==> src/rtl/mbif_pkg.sv <==
package mbif_pkg;
  typedef enum logic {SEL_FLAGS = 1'b0, SEL_MASK = 1'b1} reg_sel_e;
  localparam int OVF_BIT   = 7;
  localparam int WARN_BIT  = 6;
  localparam int AVAIL_BIT = 5;
endpackage

==> src/rtl/mbif_fifo_status.sv <==
module mbif_fifo_status #(
  parameter int CNT_W    = 4,
  parameter int WARN_LVL = 4
) (
  input  logic             rx_stored,
  input  logic             rx_read,
  input  logic             rx_drop_full,
  input  logic             rx_to_mbox,
  input  logic [CNT_W-1:0] fifo_count,
  output logic             ovf_set,
  output logic             warn_set,
  output logic             avail_lvl
);
  localparam logic [CNT_W-1:0] WARN_CNT = CNT_W'(WARN_LVL);

  // A frame counts as lost only if no mailbox took it.
  assign ovf_set   = rx_drop_full & ~rx_to_mbox;
  // The warning fires on the single store that steps occupancy past the
  // threshold; once above it, no store can fire again until the count has
  // come back down to the threshold.
  assign warn_set  = rx_stored & ~rx_read & (fifo_count == WARN_CNT);
  assign avail_lvl = (fifo_count != '0);
endmodule

==> src/rtl/mbif_flag_bank.sv <==
module mbif_flag_bank #(
  parameter int W = 32
) (
  input  logic         clk,
  input  logic         rst,
  input  logic [W-1:0] set_vec,
  input  logic [W-1:0] w1c_vec,
  input  logic [W-1:0] kill_vec,
  input  logic [W-1:0] lvl_en_vec,
  input  logic [W-1:0] lvl_val_vec,
  output logic [W-1:0] flag_d,
  output logic [W-1:0] flag_q
);
  for (genvar i = 0; i < W; i++) begin : g_bit
    always_comb begin
      if (kill_vec[i])
        flag_d[i] = 1'b0;
      else if (lvl_en_vec[i])
        flag_d[i] = lvl_val_vec[i];
      else
        flag_d[i] = set_vec[i] | (flag_q[i] & ~w1c_vec[i]);
    end

    always_ff @(posedge clk) begin
      if (rst) flag_q[i] <= 1'b0;
      else     flag_q[i] <= flag_d[i];
    end
  end
endmodule

==> src/rtl/mbif_irq_reduce.sv <==
module mbif_irq_reduce #(
  parameter int W = 32
) (
  input  logic         clk,
  input  logic         rst,
  input  logic         mask_we,
  input  logic [W-1:0] mask_wdata,
  input  logic [W-1:0] flag_d,
  output logic [W-1:0] mask_q,
  output logic         irq_q
);
  logic [W-1:0] mask_d;

  assign mask_d = mask_we ? mask_wdata : mask_q;

  always_ff @(posedge clk) begin
    if (rst) begin
      mask_q <= '0;
      irq_q  <= 1'b0;
    end else begin
      mask_q <= mask_d;
      irq_q  <= |(flag_d & mask_d);
    end
  end
endmodule

==> src/rtl/mbif_irq_flags.sv <==
module mbif_irq_flags
  import mbif_pkg::*;
#(
  parameter int NUM_BUF  = 32,
  parameter int CNT_W    = 4,
  parameter int WARN_LVL = 4
) (
  input  logic               clk,
  input  logic               rst,
  input  logic [NUM_BUF-1:0] buf_done,
  input  logic               fifo_mode,
  input  logic               rx_stored,
  input  logic               rx_read,
  input  logic               rx_drop_full,
  input  logic               rx_to_mbox,
  input  logic [CNT_W-1:0]   fifo_count,
  input  logic               reg_wr,
  input  logic               reg_sel,
  input  logic [NUM_BUF-1:0] reg_wdata,
  output logic [NUM_BUF-1:0] flags_o,
  output logic               irq_o
);
  logic               mode_q;
  logic               mode_chg;
  logic               ovf_set, warn_set, avail_lvl;
  logic               flag_w1c_en, mask_we;
  logic [NUM_BUF-1:0] set_vec, w1c_vec, kill_vec, lvl_en_vec, lvl_val_vec;
  logic [NUM_BUF-1:0] flag_d, mask_q;

  always_ff @(posedge clk) begin
    if (rst) mode_q <= 1'b0;
    else     mode_q <= fifo_mode;
  end

  assign mode_chg    = fifo_mode ^ mode_q;
  assign flag_w1c_en = reg_wr & (reg_sel_e'(reg_sel) == SEL_FLAGS);
  assign mask_we     = reg_wr & (reg_sel_e'(reg_sel) == SEL_MASK);
  assign w1c_vec     = flag_w1c_en ? reg_wdata : '0;

  mbif_fifo_status #(.CNT_W(CNT_W), .WARN_LVL(WARN_LVL)) u_fifo_st (
    .rx_stored    (rx_stored),
    .rx_read      (rx_read),
    .rx_drop_full (rx_drop_full),
    .rx_to_mbox   (rx_to_mbox),
    .fifo_count   (fifo_count),
    .ovf_set      (ovf_set),
    .warn_set     (warn_set),
    .avail_lvl    (avail_lvl)
  );

  // Route set sources per bit: the three low shared bits pick their meaning
  // from the registered mode; all other bits follow their buffer.
  for (genvar i = 0; i < NUM_BUF; i++) begin : g_route
    if (i == OVF_BIT) begin : g_ovf
      assign set_vec[i]     = mode_q ? ovf_set : buf_done[i];
      assign lvl_en_vec[i]  = 1'b0;
      assign lvl_val_vec[i] = 1'b0;
      assign kill_vec[i]    = mode_chg;
    end else if (i == WARN_BIT) begin : g_warn
      assign set_vec[i]     = mode_q ? warn_set : buf_done[i];
      assign lvl_en_vec[i]  = 1'b0;
      assign lvl_val_vec[i] = 1'b0;
      assign kill_vec[i]    = mode_chg;
    end else if (i == AVAIL_BIT) begin : g_avail
      assign set_vec[i]     = mode_q ? 1'b0 : buf_done[i];
      assign lvl_en_vec[i]  = mode_q;
      assign lvl_val_vec[i] = avail_lvl;
      assign kill_vec[i]    = mode_chg;
    end else begin : g_plain
      assign set_vec[i]     = buf_done[i];
      assign lvl_en_vec[i]  = 1'b0;
      assign lvl_val_vec[i] = 1'b0;
      assign kill_vec[i]    = 1'b0;
    end
  end

  mbif_flag_bank #(.W(NUM_BUF)) u_bank (
    .clk         (clk),
    .rst         (rst),
    .set_vec     (set_vec),
    .w1c_vec     (w1c_vec),
    .kill_vec    (kill_vec),
    .lvl_en_vec  (lvl_en_vec),
    .lvl_val_vec (lvl_val_vec),
    .flag_d      (flag_d),
    .flag_q      (flags_o)
  );

  mbif_irq_reduce #(.W(NUM_BUF)) u_irq (
    .clk        (clk),
    .rst        (rst),
    .mask_we    (mask_we),
    .mask_wdata (reg_wdata),
    .flag_d     (flag_d),
    .mask_q     (mask_q),
    .irq_q      (irq_o)
  );
endmodule

==> config.mk <==
export PLATFORM = sky130hd
export DESIGN_NAME = mbif_irq_flags
export DESIGN_NICKNAME = d
export VERILOG_FILES = /design/src/rtl/mbif_pkg.sv /design/src/rtl/mbif_fifo_status.sv /design/src/rtl/mbif_flag_bank.sv /design/src/rtl/mbif_irq_reduce.sv /design/src/rtl/mbif_irq_flags.sv
export SDC_FILE = /design/constraint.sdc
export NUM_CORES = 1
export LEC_CHECK = 0
export ABC_CLOCK_PERIOD_IN_PS = 1400
export BUFFER_PORTS_ARGS = -buffer_cell sky130_fd_sc_hd__buf_2
export CORE_ASPECT_RATIO = 0.9
export CORE_UTILIZATION = 45
export DETAILED_ROUTE_END_ITERATION = 7
export PLACE_DENSITY = 0.76
export SLEW_MARGIN = 25
export SYNTH_ARGS = -nofsm -noshare
export SYNTH_HDL_FRONTEND = slang
export SYNTH_SLANG_ARGS = --single-unit
==> constraint.sdc <==
create_clock -name clk -period 1.4 [get_ports clk]
set_input_delay 0.07 -clock clk [delete_from_list [all_inputs] [get_ports clk]]
set_output_delay 0.07 -clock clk [all_outputs]
set_load 0.01 [all_outputs]
# Word-level counts from Yosys, hierarchy flattened

Index checks and enable logic that the tools add are counted.

Logic and storage cells: 153
Register bits: 66
Output and inout bits: 33

Bitwise gates (word level): 106
Muxes and demuxes: 9
Reduce and logical (&&, ||, !) cells: 2
Equal/unequal tests: 1

Operators by type and width:

| operator             | number |
|---|---|
| $mux W32             | 2 |
| $and A1 B1 Y1        | 37 |
| $not A1 Y1           | 35 |
| $and A32 B32 Y32     | 1 |
| $or A1 B1 Y1         | 32 |
| $reduce_or A32 Y1    | 1 |
| $mux W1              | 7 |
| $eq A4 B3 Y1 const B | 1 |
| $reduce_bool A4 Y1   | 1 |
| $xor A1 B1 Y1        | 1 |

# Longest topological paths before layout

Gate-level depths: netlist (run 1).

Depth after elaboration: 10
Mapped depth: 10

# Hierarchy

A second synthesis (run 1) with hierarchy kept.

Cell total of the unflattened synthesis: 403
Area total of the unflattened synthesis: 3,677.3 um^2

Modules (own cells, without submodules):

| module           | times used | area each (um^2) | cells each |
|---|---|---|---|
| mbif_flag_bank   | 1          | 1,796.7          | 195 |
| mbif_irq_reduce  | 1          | 1,427.6          | 158 |
| mbif_irq_flags   | 1          | 425.4            | 46 |
| mbif_fifo_status | 1          | 27.5             | 4 |

# Worst setup path before layout (run 1)

OpenSTA, ideal clock, no wires.

Path kind: input port to flip-flop
Start: input port reg_wr
End: register u_irq.irq_q
Required time: 1.261 ns
Slack: -0.151 ns
Library setup time: 0.139 ns
Arrival: 1.412 ns
Stages on the path: 8
Cells stage by stage: buf_6 -> and2_4 -> buf_6 -> nor2_1 -> nor3_1 -> or4_1 -> nor4_1 -> a41oi_1

Word-level cells in the longest chain between the ends: 9
Elaborated cells between the ends (all ways): 106

RTL lines:

| item                   | line                  | text |
|---|---|---|
| start: declaration     | mbif_irq_flags.sv:17  | `input logic reg_wr,` |
| $and A1 B1 Y1          | mbif_irq_flags.sv:36  | `assign flag_w1c_en = reg_wr & (reg_sel_e'(reg_sel) == SEL_FLAGS);` |
| $mux W32               | mbif_irq_flags.sv:38  | `assign w1c_vec = flag_w1c_en ? reg_wdata : '0;` |
| $not A1 Y1             | mbif_flag_bank.sv:21  | `flag_d[i] = set_vec[i] \| (flag_q[i] & ~w1c_vec[i]);` |
| $and A1 B1 Y1          | mbif_flag_bank.sv:21  |  |
| $or A1 B1 Y1           | mbif_flag_bank.sv:21  |  |
| $mux W1                | mbif_flag_bank.sv:18  | `else if (lvl_en_vec[i])` |
| $mux W1                | mbif_flag_bank.sv:16  | `if (kill_vec[i])` |
| $and A32 B32 Y32 (*)   | mbif_irq_reduce.sv:22 | `irq_q <= \|(flag_d & mask_d);` |
| $reduce_or A32 Y1 (*)  | mbif_irq_reduce.sv:22 |  |
| end signal: assignment | mbif_irq_reduce.sv:22 |  |
| end: declaration       | mbif_irq_reduce.sv:10 | `output logic irq_q` |

Mark *: on every way between the ends. The rest lies on a longest branch, timed or not.
A chain may end at the register's enable or synchronous reset.

# Final worst setup path (run 1)

Start: register u_bank.flag_q[16]
End: register u_irq.irq_q

Word-level cells in the longest chain between the ends: 4

RTL lines:

| item                             | line                  | text |
|---|---|---|
| start: declaration               | mbif_flag_bank.sv:12  | `output logic [W-1:0] flag_q` |
| start signal: indexed assignment | mbif_flag_bank.sv:26  | `else flag_q[i] <= flag_d[i];` |
| $and A1 B1 Y1                    | mbif_flag_bank.sv:21  |  |
| $or A1 B1 Y1                     | mbif_flag_bank.sv:21  |  |
| $and A32 B32 Y32                 | mbif_irq_reduce.sv:22 |  |
| $reduce_or A32 Y1                | mbif_irq_reduce.sv:22 |  |

Every way passes these cells.

==> impl_metrics.ini, run 1 <==
[die]
start_util_pct = 47.7
die_height_um = 82.1
fp.dieArea_um2 = 7470
ios = 110
die_w_um = 91.0
num_rows = 28
core_um2 = 6730

[clock_tree]
root_buffer = clkbuf_8
clock_sinks = 66
numCtsBuffers = 9
htreeDepth = 3
cts_tree = yes
post_cts_buffers = 0
clk_pin_slew_worst_paths_ns = 0.07
ctsLongestPathBuffers = 2
clk_latency_ns = 0.35

[synth]
syn_area_per_cell_um2 = 7.37
synth_ff_type = dfxtp_1
yosysUniqueCellTypes = 32
synth_edf_count = 0
yosys_warnings = 0
yosysSeqAreaShare_pct = 41.2
async_flop_share_pct = 0
synth_common_cells = nand2_1 (89), a21oi_1 (75), dfxtp_1 (66), nor2_1 (58), o22ai_1 (30)
syn_inst = 435
netlist_area_um2 = 3210
synth_area_leaders = dfxtp_1 (41%), a21oi_1 (12%), nand2_1 (10%), nor2_1 (6.8%), o22ai_1 (5.9%)
post-synth-top-count-cell = nand2_1
synth_top_area_cell = dfxtp_1
syn_nets = 512
ys_seq_elements = 66
synthDominantCellAreaShare_pct = 41.2

[routing]
wl_met3_um = 673
antenna_left = 0
dr.pass1.iters = 5
routed.top_layer = met4
drtIter0Drc = 270
via_per_inst = 5.42
wirelength_mm = 10.2
route.detailed.drc = 0
dr_wl_met2_mm = 4.83
met1Wirelength_mm = 4.40
routedWlPerCell_um = 14.2
vias = 3868

[grt]
overflow = 0
grt_pass1_wl_mm = 16.5
first_global_vias = 3542
grt_max_degree = 67
grt.total_usage_pct = 28.3
antenna_found_initial = 0

[power_and_ir_drop]
vdd_drop_max_uv = 528
p_leak_nw = 2.06
power_density_nw_per_um2 = 975

[setup_path]
startpoint_type = register
r2r_slack_ns = -0.17
crit_type = register to register
worstPathRequired_ns = 1.61
critPathCaptureType = register
worstSetupStartpoint = u_bank.flag_q[16]
r2r_start = u_bank.flag_q[16]
cp.arrival_ns = 1.78
rr_worst_depth = 5
crit_end = u_irq.irq_q
r2r-end = u_irq.irq_q
path_max_fanout = 2

[placement]
numPlacedInstances = 640
place.gp.congestion = 0.892
portBuffers = 109
dp_hpwl_mm = 6.66

[final_layout]
multi_input_area_um2 = 1730
register_area_um2 = 1330
drive_above_1_share_pct = 27.8
instances_no_fill = 713
fill_cells = 554
n_antenna_cell = 0
syn_to_final_growth_pct = 49.7
fin_nets = 695

[timing]
rsz0062_at_grt = yes
slew_violations = 0
setup_tns_ns = -0.169
post-route-min-period_ns = 1.57
hold_viol = 0
finalCritPeriodShare_pct = 112
skew_ns = 0.00823
setup_viol = 1
timing.slew.headroom_pct = 75.5
fin_ws_ns = -0.169
tightest_slew_ns = 0.364
fmax_ghz = 0.637

[outcome]
status = complete, but fails checks
violations = negative setup slack

[run]
maxCapViolations = 0

[worst_hold_path]
hold_path.class = input pin to register
[critical path, stage by stage, from the launching register on]
cell	delay, ns
dfxtp_2	0.34
o22ai_2	0.16
nor3_1	0.07
or4_1	0.53
nor4_2	0.18
a41oi_1	0.16
[cell type report]
type	instances	area share [%]
multi-input cells	334	36.0
well taps	90	2.34
clock buffers	14	3.39
repair buffers	201	29.5
inverters	6	0.469
clock inverters	2	0.730
flip-flops and latches	66	27.6
[power breakdown]
group	total (mW)	leakage (nW)	internal, mW	switching [mW]
registers	2.07	0.547	1.99	0.0772
clock network	1.63	0.101	0.920	0.710
logic	0.983	1.41	0.499	0.484
total	4.68	2.06	3.41	1.27
[state kept, by name (all words and copies together) (netlist names)]
register,count
u_bank.flag_q,32
mode_q,1
u_irq.mask_q,32
u_irq.irq_q,1
[stage by stage]
step | hold WS, ns | total power [mW] | area [um2] | util (%) | setup WS, ns
5_1_grt | 0.0108 | 4.90 | 4800 | 71.4 | -0.202
6_report | 0.00388 | 4.68 | 4800 | 71.4 | -0.169
3_3_place_gp | 0.304 | 2.91 | 4010 | 59.6 | -0.306
2_1_floorplan | 0.187 | 2.54 | 3210 | - | -0.151
4_1_cts | -0.0271 | 4.68 | 4790 | 71.3 | -0.147
3_5_place_dp | 0.312 | 2.94 | 4010 | 59.6 | -0.398
[how the worst min path moves through the flow]
| stage | startpoint | end | slack [ns] | depth (start not counted) |
|---|---|---|---|---|
| finish | buf_done[12] | u_bank.flag_q[12] | 0.004 | 3 |
| global route | buf_done[12] | u_bank.flag_q[12] | 0.01 | 3 |
| CTS | buf_done[12] | u_bank.flag_q[12] | -0.03 | 3 |
| detailed placement | buf_done[24] | u_bank.flag_q[24] | 0.31 | 3 |
| global placement | buf_done[31] | u_bank.flag_q[31] | 0.30 | 3 |
| floorplan | buf_done[0] | u_bank.flag_q[0] | 0.19 | 2 |
[placed cells by master (no fill, tap or decap), types with 6 or more instances in the layout]
| cell | count |
|---|---|
| buf_4 | 32 |
| nor3b_1 | 10 |
| nand2_1 | 89 |
| nor4_1 | 7 |
| buf_2 | 109 |
| dlygate4sd3_1 | 57 |
| a21oi_1 | 75 |
| inv_1 | 6 |
| clkbuf_8 | 11 |
| nor3_1 | 19 |
| o22ai_1 | 28 |
| dfxtp_1 | 63 |
| nor2_1 | 58 |
| nand3b_1 | 11 |
[routing by layer]
layer,global-route usage [%],vias up
li1,-,1898
met1,33.7,1776
met2,49.8,165
met3,6.67,29
met4,11.7,0
met5,0,-
[repair_timing]
action,in CTS,in global routing
hold buffers,57,0
endpoints found under the hold margin,58,0
pin swaps,4,0
endpoints found under the setup margin,1,1
resized for setup,4,2
[cell families (layout without fill, tap and decap cells)]
logic type | count (synthesis) | in the layout | synth area share (%)
simple gates | 209 | 209 | 30.2
mux | 6 | 6 | 1.99
flops | 66 | 66 | 41.2
compound gates | 119 | 119 | 21.0
buf+inv | 35 | 223 | 5.58
Power figures use the tool's default switching activity.
==> inputs of run 2 (changes only) <==
Settings changed: ABC_CLOCK_PERIOD_IN_PS 1400 to 2000, CORE_UTILIZATION 45 to 25, GPL_ROUTABILITY_DRIVEN from default to 1, PLACE_DENSITY 0.76 to default.
Clock period 1.4 ns to 2 ns, I/O delays scaled along.
==> impl_metrics.ini, run 2 (same netlist as run 1, synthesis figures left out) <==
[routing]
antenna_left = 0
via_per_inst = 4.95
vias = 3478
route.detailed.drc = 0
routedWlPerCell_um = 14.6
dr.pass1.iters = 4
wirelength_mm = 10.3
drtIter0Drc = 197

[clock_tree]
ctsLongestPathBuffers = 2
htreeDepth = 3
post_cts_resized = 0
numCtsBuffers = 9
cts_tree = yes
clock_sinks = 66
post_cts_buffers = 0
clk_latency_ns = 0.33
postCtsHoldBufs = 0
clk_pin_slew_worst_paths_ns = 0.06
root_buffer = clkbuf_16

[timing]
setup_tns_ns = 0
timing.slew.headroom_pct = 62.2
slew_violations = 0
setup_viol = 0
skew_ns = 0.00696
fmax_ghz = 0.622
post-route-min-period_ns = 1.61
finalCritPeriodShare_pct = 80.4
hold_viol = 0
tightest_slew_ns = 0.566
rsz0062_at_grt = no

[final_layout]
drive_above_1_share_pct = 26.9
final_util_pct = 34.6
syn_to_final_growth_pct = 32.4
reg.largest.list = u_bank.flag_q x32, u_irq.mask_q x32
register_area_um2 = 1320
layout_common_cells = buf_2 (109), nand2_1 (89), a21oi_1 (75), dfxtp_1 (66), nor2_1 (58)
fin_nets = 615
multi_input_area_um2 = 1710
final_common_cell = buf_2
fill_cells = 1300
n_antenna_cell = 0

[setup_path]
critPathSlowestCell = or4_1
r2r_slack_ns = 0.39
cp_top_family = simple AND/OR/NAND/NOR gates
slowest_delay_ns = 0.52
worst-path-buf-inv = 0
crit_chain = o22ai_1 -> nor3_1 -> or4_1 -> nor4_1 -> a41oi_1
startpoint_type = register
r2r_start = u_bank.flag_q[3]
crit_type = register to register
critPathCaptureType = register
worstPathRequired_ns = 2.19
r2r-end = u_irq.irq_q
rr_worst_depth = 5
cp.arrival_ns = 1.80
path_max_fanout = 3

[worst_hold_path]
worstHoldEndpoint = u_bank.flag_q[24]
worstHoldStart = buf_done[24]
min_path_cells = 3
hold_path.class = input pin to register

[die]
die_height_um = 109
core_um2 = 12300
die_w_um = 121
ios = 110
fp.dieArea_um2 = 13300
start_util_pct = 26.1
num_rows = 38

[placement]
portBuffers = 109
dp_hpwl_mm = 7.61
place.gp.congestion = 0.800

[power_and_ir_drop]
vdd_drop_max_uv = 399
p_leak_nw = 1.76
power_density_nw_per_um2 = 873

[grt]
grt.total_usage_pct = 15.3
first_global_vias = 3168
grt_max_degree = 40
antenna_found_initial = 0
overflow = 0
grt_pass1_wl_mm = 15.7

[outcome]
status = complete, no violations

[run]
maxCapViolations = 0
run 2: worst max path at each step:
stage | start | cells after the start | slack, ns | to
global route | u_bank.flag_q[3] | 5 | 0.27 | u_irq.irq_q
detailed placement | reg_wr | 8 | 0.03 | u_irq.irq_q
global placement | reg_wr | 8 | 0.06 | u_irq.irq_q
finish | u_bank.flag_q[3] | 5 | 0.39 | u_irq.irq_q
floorplan | reg_wr | 8 | 0.42 | u_irq.irq_q
CTS | reg_wr | 8 | 0.37 | u_irq.irq_q
run 2: stage by stage:
| stage | area, um2 | hold WS (ns) | worst slack [ns] | power [mW] | std cells |
|---|---|---|---|---|---|
| final | 4250 | 0.0105 | 0.392 | 3.71 | 703 |
| after detailed placement | 3930 | 0.347 | 0.0322 | 2.04 | 687 |
| after CTS | 4250 | 0.00499 | 0.370 | 3.74 | 703 |
| after global routing | 4250 | 0.0149 | 0.267 | 3.86 | 703 |
| after floorplan | 3210 | 0.217 | 0.419 | 1.78 | 435 |
| after global placement | 3930 | 0.336 | 0.0610 | 2.02 | 687 |
run 2: metal layers:
metal  GRT usage [%]  wire (um)  share of wire (%)  up-vias
met4            6.08        121                1.2        0
met1            19.2       4720                 46     1632
met5               0          0                  0        -
met3            3.42        571                5.6       11
li1                -          -                  -     1729
met2            25.4       4840                 47      106
run 2: power by group:
group | switching, mW | internal, mW | leakage, nW
Clock | 0.579 | 1.12 | 0.156
Sequential | 0.0545 | 1.39 | 0.546
Combinational | 0.316 | 0.244 | 1.06
run 2: worst min-delay path: cells and delay by family:
| kind | cells | cell delay, ns |
|---|---|---|
| buffers and inverters | 1 | 0.10 |
| AND/OR/NAND/NOR | 1 | 0.07 |
| AO/OA/AOI/OAI | 1 | 0.04 |
run 2: cell type report:
class | count | area share [%]
inverter | 6 | 0.530
clock inverter | 5 | 1.83
clock buffer | 11 | 5.72
timing repair buffer | 121 | 15.9
sequential | 66 | 31.1
tap | 160 | 4.71
multi-input combinational | 334 | 40.2
